### src/rtl/bitpair_pkg.sv
package bitpair_pkg;

   typedef enum logic [1:0] {
      OP_TEST   = 2'b00,
      OP_CHANGE = 2'b01,
      OP_CLEAR  = 2'b10,
      OP_SET    = 2'b11
   } bp_op_e;

   typedef struct packed {
      logic z;
      logic c;
      logic n;
      logic v;
   } bp_flags_t;

endpackage

### src/rtl/bitpair_target.sv
module bitpair_target
   import bitpair_pkg::*;
#(
   parameter int DATA_W        = 32,
   parameter int SEL_W         = 8,
   parameter int PAIR_FLAG_BIT = 7,
   localparam int BIT_IDX_W    = $clog2(DATA_W),
   localparam int PAIRS        = DATA_W / 2,
   localparam int PAIR_IDX_W   = $clog2(PAIRS)
) (
   input  logic [SEL_W-1:0]  sel_i,
   input  logic [DATA_W-1:0] data_i,
   output logic              pair_mode_o,
   output logic [DATA_W-1:0] mask_o,
   output logic              bit_val_o,
   output logic [1:0]        pair_val_o
);

   logic [BIT_IDX_W-1:0]  bit_idx;
   logic [PAIR_IDX_W-1:0] pair_idx;
   logic                  unused_sel_bits;

   assign pair_mode_o     = sel_i[PAIR_FLAG_BIT];
   assign bit_idx         = sel_i[BIT_IDX_W-1:0];
   assign pair_idx        = sel_i[PAIR_IDX_W-1:0];
   assign unused_sel_bits = ^sel_i;

   generate
      for (genvar i = 0; i < DATA_W; i++) begin : g_mask
         assign mask_o[i] = pair_mode_o ? (pair_idx == PAIR_IDX_W'(i / 2))
                                        : (bit_idx  == BIT_IDX_W'(i));
      end
   endgenerate

   assign bit_val_o  = data_i[bit_idx];
   assign pair_val_o = data_i[{pair_idx, 1'b0} +: 2];

   always_comb begin
      AST_MASK_COUNT: assert ($isunknown(sel_i) ||
         $countones(mask_o) == (pair_mode_o ? 2 : 1));
   end

endmodule

### src/rtl/bitpair_modify.sv
module bitpair_modify
   import bitpair_pkg::*;
#(
   parameter int DATA_W = 32
) (
   input  bp_op_e            op_i,
   input  logic [DATA_W-1:0] data_i,
   input  logic [DATA_W-1:0] mask_i,
   output logic [DATA_W-1:0] data_o
);

   always_comb begin
      unique case (op_i)
         OP_TEST:   data_o = data_i;
         OP_CHANGE: data_o = data_i ^ mask_i;
         OP_CLEAR:  data_o = data_i & ~mask_i;
         OP_SET:    data_o = data_i | mask_i;
         default:   data_o = data_i;
      endcase
   end

endmodule

### src/rtl/bitpair_flags.sv
module bitpair_flags
   import bitpair_pkg::*;
(
   input  logic      clk,
   input  logic      rst_n,
   input  logic      valid_i,
   input  logic      pair_mode_i,
   input  logic      bit_val_i,
   input  logic [1:0] pair_val_i,
   output bp_flags_t flags_o
);

   bp_flags_t flags_q;

   always_ff @(posedge clk or negedge rst_n) begin
      if (!rst_n) begin
         flags_q <= '0;
      end else if (valid_i) begin
         if (pair_mode_i) begin
            flags_q.z <= (pair_val_i == 2'b00);
            flags_q.c <= (pair_val_i == 2'b01);
            flags_q.n <= (pair_val_i == 2'b10);
            flags_q.v <= (pair_val_i == 2'b11);
         end else begin
            flags_q.z <= ~bit_val_i;
         end
      end
   end

   assign flags_o = flags_q;

   AST_PAIR_ONEHOT: assert property (@(posedge clk) disable iff (!rst_n)
      (valid_i && pair_mode_i) |=> ($countones(flags_q) == 1));

   AST_SINGLE_KEEPS_CNV: assert property (@(posedge clk) disable iff (!rst_n)
      (valid_i && !pair_mode_i) |=> $stable({flags_q.c, flags_q.n, flags_q.v}));

   AST_IDLE_FLAGS_HOLD: assert property (@(posedge clk) disable iff (!rst_n)
      !valid_i |=> $stable(flags_q));

endmodule

### src/rtl/bitpair_unit.sv
module bitpair_unit
   import bitpair_pkg::*;
#(
   parameter int DATA_W        = 32,
   parameter int SEL_W         = 8,
   parameter int PAIR_FLAG_BIT = 7
) (
   input  logic              clk,
   input  logic              rst_n,
   input  logic              op_valid,
   input  logic [1:0]        op_code,
   input  logic [SEL_W-1:0]  sel,
   input  logic [DATA_W-1:0] data,
   output logic [DATA_W-1:0] result,
   output logic              flag_z,
   output logic              flag_c,
   output logic              flag_n,
   output logic              flag_v,
   output logic              res_valid
);

   localparam int BIT_IDX_W = $clog2(DATA_W);

   initial begin
      AST_DATA_W_POW2: assert (DATA_W >= 4 && (DATA_W & (DATA_W - 1)) == 0);
      AST_FLAG_BIT_RANGE: assert (PAIR_FLAG_BIT < SEL_W && PAIR_FLAG_BIT >= BIT_IDX_W);
   end

   logic              pair_mode;
   logic [DATA_W-1:0] mask;
   logic              bit_val;
   logic [1:0]        pair_val;
   logic [DATA_W-1:0] next_data;
   bp_flags_t         flags;
   logic [DATA_W-1:0] result_q;
   logic              valid_q;

   bitpair_target #(
      .DATA_W        (DATA_W),
      .SEL_W         (SEL_W),
      .PAIR_FLAG_BIT (PAIR_FLAG_BIT)
   ) u_target (
      .sel_i       (sel),
      .data_i      (data),
      .pair_mode_o (pair_mode),
      .mask_o      (mask),
      .bit_val_o   (bit_val),
      .pair_val_o  (pair_val)
   );

   bitpair_modify #(
      .DATA_W (DATA_W)
   ) u_modify (
      .op_i   (bp_op_e'(op_code)),
      .data_i (data),
      .mask_i (mask),
      .data_o (next_data)
   );

   bitpair_flags u_flags (
      .clk         (clk),
      .rst_n       (rst_n),
      .valid_i     (op_valid),
      .pair_mode_i (pair_mode),
      .bit_val_i   (bit_val),
      .pair_val_i  (pair_val),
      .flags_o     (flags)
   );

   always_ff @(posedge clk or negedge rst_n) begin
      if (!rst_n) begin
         result_q <= '0;
         valid_q  <= 1'b0;
      end else begin
         valid_q <= op_valid;
         if (op_valid) begin
            result_q <= next_data;
         end
      end
   end

   assign result    = result_q;
   assign res_valid = valid_q;
   assign flag_z    = flags.z;
   assign flag_c    = flags.c;
   assign flag_n    = flags.n;
   assign flag_v    = flags.v;

   AST_VALID_ONE_CYCLE: assert property (@(posedge clk) disable iff (!rst_n)
      op_valid |=> res_valid);

   AST_TEST_UNCHANGED: assert property (@(posedge clk) disable iff (!rst_n)
      (op_valid && op_code == 2'b00) |=> (result == $past(data)));

   AST_ONLY_TARGET_BITS: assert property (@(posedge clk) disable iff (!rst_n)
      op_valid |=> (((result ^ $past(data)) & ~$past(mask)) == '0));

   AST_IDLE_RESULT_HOLD: assert property (@(posedge clk) disable iff (!rst_n)
      !op_valid |=> ($stable(result) && !res_valid));

endmodule

### config.mk
export PLATFORM = sky130hd
export DESIGN_NAME = bitpair_unit
export DESIGN_NICKNAME = d
export VERILOG_FILES = /design/src/rtl/bitpair_pkg.sv /design/src/rtl/bitpair_target.sv /design/src/rtl/bitpair_modify.sv /design/src/rtl/bitpair_flags.sv /design/src/rtl/bitpair_unit.sv
export SDC_FILE = /design/constraint.sdc
export NUM_CORES = 1
export LEC_CHECK = 0
export ABC_AREA = 1
export BUFFER_PORTS_ARGS = -buffer_cell sky130_fd_sc_hd__buf_2
export CAP_MARGIN = 10
export CORE_UTILIZATION = 60
export CTS_CLUSTER_SIZE = 12
export DETAILED_ROUTE_END_ITERATION = 7
export PLACE_DENSITY = 0.86
export SYNTH_ARGS = -nofsm -noshare
export SYNTH_HDL_FRONTEND = slang
export SYNTH_SLANG_ARGS = --single-unit
### constraint.sdc
create_clock -name clk -period 1.35 [get_ports clk]
set_clock_uncertainty 0.05 [all_clocks]
set_input_delay 0 -clock clk [delete_from_list [all_inputs] [get_ports clk]]
set_output_delay 0 -clock clk [all_outputs]
set_load 0.005 [all_outputs]
After elaboration in Yosys (flattened, before gate mapping) --
Index checks and enable logic that the tools add are counted.
Word-level totals: flip-flop bits (word level) 37, bits of input ports 45, output and inout port bits 37, logic and storage cells 106
Operators by class: order comparisons 1, eq/ne operators 52, shift-type cells 1, mux-type cells 36, bitwise gates (word level) 5, reductions and logical operators 5
Operators by type and width (count):
- $pmux W32 S4 | 1
- $eq A5 B5 Y1 const B | 16
- $eq A5 B4 Y1 const B | 8
- $mux W1 | 34
- $and A32 B32 Y32 | 1
- $eq A4 B4 Y1 const B | 8
- $not A32 Y32 | 1
- $or A32 B32 Y32 | 1
- $shiftx A32 B6 Y2 | 1
- $xor A32 B32 Y32 | 1
- $eq A5 B3 Y1 const B | 4
- $eq A4 B3 Y1 const B | 4
- $eq A5 B2 Y1 const B | 2
- $eq A2 B2 Y1 const B | 4
- $eq A4 B2 Y1 const B | 2
- $lt A5 B6 Y1 const B | 1
- $bmux W1 S5 | 1
- $eq A5 B1 Y1 const B | 1
- $logic_not A5 Y1 | 1
- $eq A2 B1 Y1 const B | 2
- $eq A4 B1 Y1 const B | 1
- $logic_not A2 Y1 | 2
- $logic_not A4 Y1 | 1
- $reduce_and A2 Y1 | 1
- $not A1 Y1 | 1

Longest topological paths before layout --
Gate-level depths: netlist (run 1).
word-level depth 5, depth in mapped cells 13, gate-level depth less buffers 11

Hierarchy --
Synthesis (run 1) repeated with hierarchy kept, for this count alone.
Second synthesis, totals: cell total of the unflattened synthesis 718, area total of the unflattened synthesis 4578.1 um^2
By module, submodules not included:
- bitpair_modify | instances 1, cells an instance 345, area an instance 2104.5 um^2, seq. area each 0.0 um^2
- bitpair_unit | instances 1, cells an instance 137, area an instance 1317.5 um^2, seq. area each 825.8 um^2
- bitpair_target | instances 1, cells an instance 214, area an instance 980.9 um^2, seq. area each 0.0 um^2
- bitpair_flags | instances 1, cells an instance 22, area an instance 175.2 um^2, seq. area each 100.1 um^2

Least setup slack after synthesis (run 1) --
OpenSTA, ideal clock, no wires.
path kind input-to-reg, from in sel[1], to reg result_q[9], in the netlist result[9], setup time 134 ps, arrival 1457 ps, data required time 1166 ps, path slack -291 ps, cell stages on the path 9, path buffers 2, cells stage by stage buf_4 -> buf_4 -> nor2_1 -> nand2_1 -> o22ai_1 -> inv_1 -> ha_1 -> a221oi_1 -> o21ai_0
On the way: cells in the longest elaborated chain, start to end 5, elaborated cells between the ends (all ways) 8, those cells by class 2 x eq/ne; 2 x mux; 4 x bitwise
Ends and longest elaborated chain:
- start: declaration | RTL line bitpair_unit.sv:12 | input logic [SEL_W-1:0] sel,
- $eq A5 B4 Y1 or $eq A4 B3 Y1 (tied branches) | RTL line bitpair_target.sv:31, bitpair_target.sv:30
- $mux W1 (*) | RTL line bitpair_target.sv:30 | assign mask_o[i] = pair_mode_o ? (pair_idx == PAIR_IDX_W'(i / 2))
- $not A32 Y32 | RTL line bitpair_modify.sv:16 | OP_CLEAR: data_o = data_i & ~mask_i;
- $and A32 B32 Y32 | RTL line bitpair_modify.sv:16
- $pmux W32 S4 (*) | RTL line bitpair_modify.sv:13 | unique case (op_i)
- end signal: assignment | RTL line bitpair_unit.sv:77 | result_q <= next_data;
- end: declaration | RTL line bitpair_unit.sv:35 | logic [DATA_W-1:0] result_q;
Every way passes the cells marked *; elsewhere a longest branch is shown, timed or not. A chain may end at the register's enable or synchronous reset.

Worst setup path after layout (run 1) --
from in sel[7], to reg result_q[23], in the netlist result[23]
On the way: cells in the longest elaborated chain, start to end 4, elaborated cells between the ends (all ways) 6, those cells by class 2 x mux; 4 x bitwise
Ends and longest elaborated chain (RTL line):
- $mux W1 (*) | bitpair_target.sv:30
- $not A32 Y32 | bitpair_modify.sv:16
- $and A32 B32 Y32 | bitpair_modify.sv:16
- $pmux W32 S4 (*) | bitpair_modify.sv:13
Marks and branches as above.

==> impl_metrics.csv, run 1 <==
group,metric,value,unit
route,firstDrtPassIters,8,
final_layout,area_growth,49.81,%
grt,overflow,0,
route,post_drt_wl_per_cell,22.11,um
synthesis,muxShareOfSynthArea,0,%
timing,tightest_slew,0.9115,ns
grt,track_usage,38.72,%
clock_network,cts.sinks,37,
die,start_util,62.50,%
clock_network,clk_latency,0.31,ns
synthesis,ys_seq_area_share,23.33,%
setup_path,r2r_start,"result[21]",
timing,hold_viol_final,2,
final_layout,n_antenna_cell,0,
setup_path,startpoint,"sel[7]",
clock_network,cts_tree,"built",
synthesis,synth.area.top_cells,"dfrtp_1 (23%), ha_1 (20%), nand2_1 (18%)",
synthesis,yosysTopAreaCellShare,23.33,%
synthesis,synth_area_leader_cell,"dfrtp_1",
die,core,6350,um^2
grt,antenna_found_initial,0,
timing,hold-worst-slack,-0.006242,ns
route,vias_per_cell,6.707,
setup_path,cp-start-kind,"input pin",
setup_path,r2r_cells,2,
die,ios,82,
synthesis,synthAdderAreaFrac,20.18,%
pwr,power,0.004276,W
status,status,"complete, but fails checks",
synthesis,synth_fp_nets,687,
grt,grt_pass1_vias,4554,
die,rows,29,
timing,slew_violations,0,
timing,setup_viol,14,
synthesis,synth_top_family_by_area,"simple AND/OR/NAND/NOR gates",
final_layout,fin_nets,809,
route,drtAntennaViolNets,0,
final_layout,fin_util,93.64,%
worst_hold_path,hold_path_class,"in -> reg",
setup_path,critical_path_peak_fanout,30,
route,vias,5218,
timing,rsz0062_at_grt,"true",
synthesis,ys_ff_latch,37,
setup_path,arrival,1.62,ns
synthesis,synth_compound_area_share,21.50,%
synthesis,yosys_warnings,0,
clock_network,numCtsBuffers,5,
synthesis,synth_simple_gate_area_share,22.76,%
setup_path,crit_path_end_kind,"flop",
synthesis,syn_avg_cell_area,6.866,um^2
final_layout,final_cell_mix,"nand2_1 (169), buf_2 (74), inv_1 (56)",
pwr,irDropWorstVdd,0.7072,mV
place,place_ws,-0.4978,ns
clock_network,h-tree-depth,2,
clock_network,path_clk_slew,0.09,ns
place,dpl.hpwl,8979,um
run,maxCapViolCount,0,
clock_network,clockBufferDepth,2,
pwr,p_leak,2.855,nW
setup_path,critPathMaxStageDelay,0.36,ns
setup_path,path_class,"in -> reg",
timing,slew_headroom,39.17,%
final_layout,drive_gt1_share,37.38,%
setup_path,cp_cell_sequence,"buf_4, buf_4, inv_1, buf_12, o22ai_2, inv_1, ha_1, o21ai_0, a221oi_1, o21ai_1",
route,wl,17210,um
timing,finalSetupTns,-0.7782,ns
pwr,power.density,719.2,nW/um^2
die,die_w,83.33,um
clock_network,root_buffer,"clkbuf_8",
die,die_h,83.33,um
die,die_area,6944,um^2
setup_path,crit_required,1.49,ns
synthesis,synthCells,578,
synthesis,synth-xor-area-share,0,%
synthesis,synth_area,3969,um^2
route,drc_errors,36,
setup_path,crit_end,"result[23]",
setup_path,crit_slowest_cell,"a221oi_1",
route,drt_iter0_drc,768,
status,violations,"DRC, hold timing, setup timing",
grt,grt_max_degree,66,
setup_path,reg2reg_to,"result[21]",
timing,fin_crit_sh,109.6,%
final_layout,layout_commonest_cell,"nand2_1",
timing,max_freq,676.0,MHz
timing,fin_crit,1.479,ns
grt,grt_pass1_wl,21680,um
place,portBuffers,79,
timing,setup_ws,-0.1294,ns
place,gp_congestion,1.025,
setup_path,reg2reg_slack,0.59,ns
synthesis,synth.distinct_cells,19,
cell families (layout without fill, tap and decap cells):
group	after synthesis	in the layout
AO/OA/AOI/OAI	139	139
adder cells (fa/ha/maj)	64	64
flip-flops	37	37
AND/OR/NAND/NOR	228	228
buffers and inverters	110	233
critical path: cells and delay by family:
family | cells | cell delay [ns]
adders and majority gates | 1 | 0.15
AOI/OAI and AO/OA | 4 | 0.73
buffers and inverters | 5 | 0.71
layout make-up:
class                      count  area (um^2)
tap                           77        96.34
timing repair buffer         147         1179
clock buffer                   5        68.82
clock inverter                 3        65.06
sequential                    37        925.9
multi-input combinational    431         3296
fill                         222        404.1
inverter                      78        315.3
cells in the mapped netlist:
master    instances
buf_12            1
nor2_1           11
clkbuf_1         16
o22ai_1          30
inv_1            77
buf_4             3
nor2_2            3
nand2_2           6
nand2_1         188
nand3_1          20
o21ai_1           7
a221oi_1         32
inv_8             1
o21ai_0          70
ha_1             64
buf_6             2
dfrtp_1          37
buf_2             9
buf_8             1
how the worst min path moves through the flow:
stage | slack, ns | cells after the start | from | end
2_1_floorplan | -0.35 | 0 | rst_n | res_valid
3_3_place_gp | 0.02 | 2 | rst_n | result[6]
3_5_place_dp | 0.04 | 2 | rst_n | result[7]
4_1_cts | -0.004 | 3 | data[24] | result[24]
5_1_grt | 0.01 | 3 | data[18] | result[18]
6_report | -0.006 | 3 | data[18] | result[18]
report_power, final:
group	internal (W)	switching (W)	total (W)
sequential	0.00125	0.0000847	0.00133
clock	0.000735	0.000468	0.00120
combinational	0.000722	0.00102	0.00174
total	0.00271	0.00157	0.00428
per-layer routing:
layer	global-route usage (%)	up-vias	routed length [um]	part of all wire [%]
li1	-	2187	-	-
met1	48.60	2373	6067	35
met2	65.95	481	7905	46
met3	7.356	177	1909	11
met4	14.11	0	1322	7.7
met5	0	-	0	0
metrics by stage:
step	instance area, um^2	hold slack (ns)	std cells
after floorplan	4148	-0.3456	578
after global placement	4786	0.02126	734
after detailed placement	4786	0.04309	734
after CTS	5374	-0.003832	766
after global routing	5946	0.01442	778
final	5946	-0.006242	778
flip-flops by register name (all words and copies together) (netlist names):
| name | cells |
|---|---|
| result | 32 |
| res_valid | 1 |
| u_flags.flags_o | 4 |
repair_timing:
item	in CTS	in global routing
pin swaps	14	38
hold buffers	21	1
setup endpoints to repair	24	34
endpoints found under the hold margin	58	1
buffers inserted	3	11
gates resized for setup	57	120
Power figures use the tool's default switching activity.
==> inputs of run 2 (changes only) <==
RECOVER_POWER = 100   (was not set)
==> impl_metrics.csv, run 2 (synthesized netlist as in run 1, its figures left out) <==
group,metric,value,unit
clock_network,cts_tree,"built",
pwr,p_leak,2.831,nW
die,core,6350,um^2
final_layout,fin_nets,809,
die,die_area,6944,um^2
clock_network,cts.sinks,37,
final_layout,regArea,925.9,um^2
place,portBuffers,79,
pwr,seqPwrFrac,31.3,%
route,firstDrtPassIters,8,
pwr,irDropWorstVdd,0.7040,mV
pwr,switching_share,36.70,%
clock_network,path_clk_slew,0.09,ns
setup_path,r2r_cells,2,
timing,setup_ws,-0.1312,ns
clock_network,numCtsBuffers,5,
final_layout,largest_reg_flops,32,
final_layout,drive_gt1_share,36.23,%
timing,slew_violations,0,
place,dpl.hpwl,8979,um
timing,tightest_slew,0.9912,ns
run,maxCapViolCount,0,
clock_network,clk_latency,0.30,ns
route,vias,5204,
final_layout,fillers,229,
route,drt_iter0_drc,822,
timing,hold-worst-slack,-0.005791,ns
final_layout,fin_util,93.42,%
timing,slew_headroom,33.92,%
route,drtAntennaViolNets,0,
route,wl,17180,um
final_layout,final_cell_mix,"nand2_1 (169), buf_2 (67), inv_1 (56)",
grt,overflow,0,
die,rows,29,
timing,hold_viol_final,3,
clock_network,h-tree-depth,2,
die,die_w,83.33,um
final_layout,layout_commonest_cell,"nand2_1",
pwr,power.internal,0.002695,W
worst_hold_path,hold_path_class,"in -> reg",
grt,grt_pass1_vias,4554,
final_layout,finalNonFillerCells,778,
clock_network,clockBufferDepth,2,
clock_network,root_buffer,"clkbuf_8",
die,ios,82,
timing,rsz0062_at_grt,"true",
timing,fin_crit_sh,109.7,%
grt,track_usage,38.72,%
timing,setup_viol,15,
pwr,pwr-share-comb,40.6,%
grt,antenna_found_initial,0,
setup_path,cp-start-kind,"input pin",
status,violations,"DRC, hold timing, setup timing",
timing,max_freq,675.1,MHz
pwr,power.density,717.9,nW/um^2
grt,grt_pass1_wl,21680,um
route,drc_errors,5,
place,placed_cells,734,
setup_path,path_class,"in -> reg",
route,vias_per_cell,6.689,
worst_hold_path,hold-path-cell-count,3,
setup_path,arrival,1.66,ns
final_layout,n_antenna_cell,0,
place,gp_congestion,1.025,
grt,grt_max_degree,66,
pwr,p_clk_share,28.1,%
setup_path,crit_path_end_kind,"flop",
final_layout,multi_input_area,3293,um^2
final_layout,area_growth,49.46,%
timing,fin_crit,1.481,ns
die,start_util,62.50,%
setup_path,critical_path_peak_fanout,5,
die,die_h,83.33,um
route,post_drt_wl_per_cell,22.08,um
status,status,"complete, but fails checks",
setup_path,crit_required,1.53,ns
pwr,power.switching,0.001563,W
## run 2: changes by cell type in the layout (fill, tap and decap cells not counted), sizes merged
cell,previous run,this run
clkbuf,5,14
buf,125,116
## run 2: critical path: stages
cell,delay [ns]
buf_8,0.08
inv_4,0.03
nor2_4,0.29
nand2_4,0.15
o22ai_1,0.18
inv_1,0.09
ha_1,0.21
o21ai_0,0.38
a221oi_2,0.07
o21ai_1,0.16
## run 2: what timing repair did
| item | 4_1_cts | 5_1_grt |
|---|---|---|
| endpoints found under the setup margin | 24 | 34 |
| pin swaps | 14 | 38 |
| endpoints found under the hold margin | 58 | 1 |
| cloned | 0 | 0 |
| buffers inserted | 3 | 11 |
| hold buffers | 21 | 1 |
| resized for setup | 57 | 120 |
## run 2: metrics by stage
step | setup WS (ns) | hold WS (ns) | total power [W] | area (um^2) | TNS [ns]
after floorplan | -0.1090 | -0.3456 | 0.002076 | 4148 | -1.981
after global placement | -0.5195 | 0.02126 | 0.002548 | 4786 | -11.58
after detailed placement | -0.4978 | 0.04309 | 0.002604 | 4786 | -12.27
after CTS | -0.02560 | -0.003832 | 0.003888 | 5374 | -0.1322
after global routing | -0.1723 | 0.01442 | 0.004397 | 5932 | -2.275
final | -0.1312 | -0.005791 | 0.004258 | 5932 | -0.8235
## run 2: layout make-up
cell class / count / share of cell area, %
flip-flops and latches: 37 / 15.61
inverters: 78 / 5.315
multi-input cells: 431 / 55.52
repair buffers: 147 / 19.68
well taps: 77 / 1.624
clock inverters: 3 / 1.097
clock buffers: 5 / 1.160
## run 2: routing by layer
metal  track usage (%)  vias to the layer above  part of all wire [%]
li1                  -                     2178                     -
met1             48.60                     2386                    35
met2             65.95                      489                    47
met3             7.356                      151                    11
met4             14.11                        0                   6.9
met5                 0                        -                     0
## run 2: path summary, 6_finish.rpt
kind	start	end	slack, ns
setup / recovery	sel[1]	result[28]	-0.13
hold / removal	data[18]	result[18]	-0.006
min in group asynchronous	rst_n	result[2]	0.42
max in group asynchronous	rst_n	result[25]	0.21
hold reg to reg	result[4]	result[4]	0.44
setup reg to reg	result[21]	result[21]	0.59
## run 2: power groups by stage
stage / clock network (W) / logic, W / registers [W]
2_1_floorplan: 0 / 0.000723 / 0.00135
3_3_place_gp: 0 / 0.00122 / 0.00133
3_5_place_dp: 0 / 0.00127 / 0.00133
4_1_cts: 0.00118 / 0.00140 / 0.00131
5_1_grt: 0.00122 / 0.00183 / 0.00134
6_report: 0.00120 / 0.00173 / 0.00133
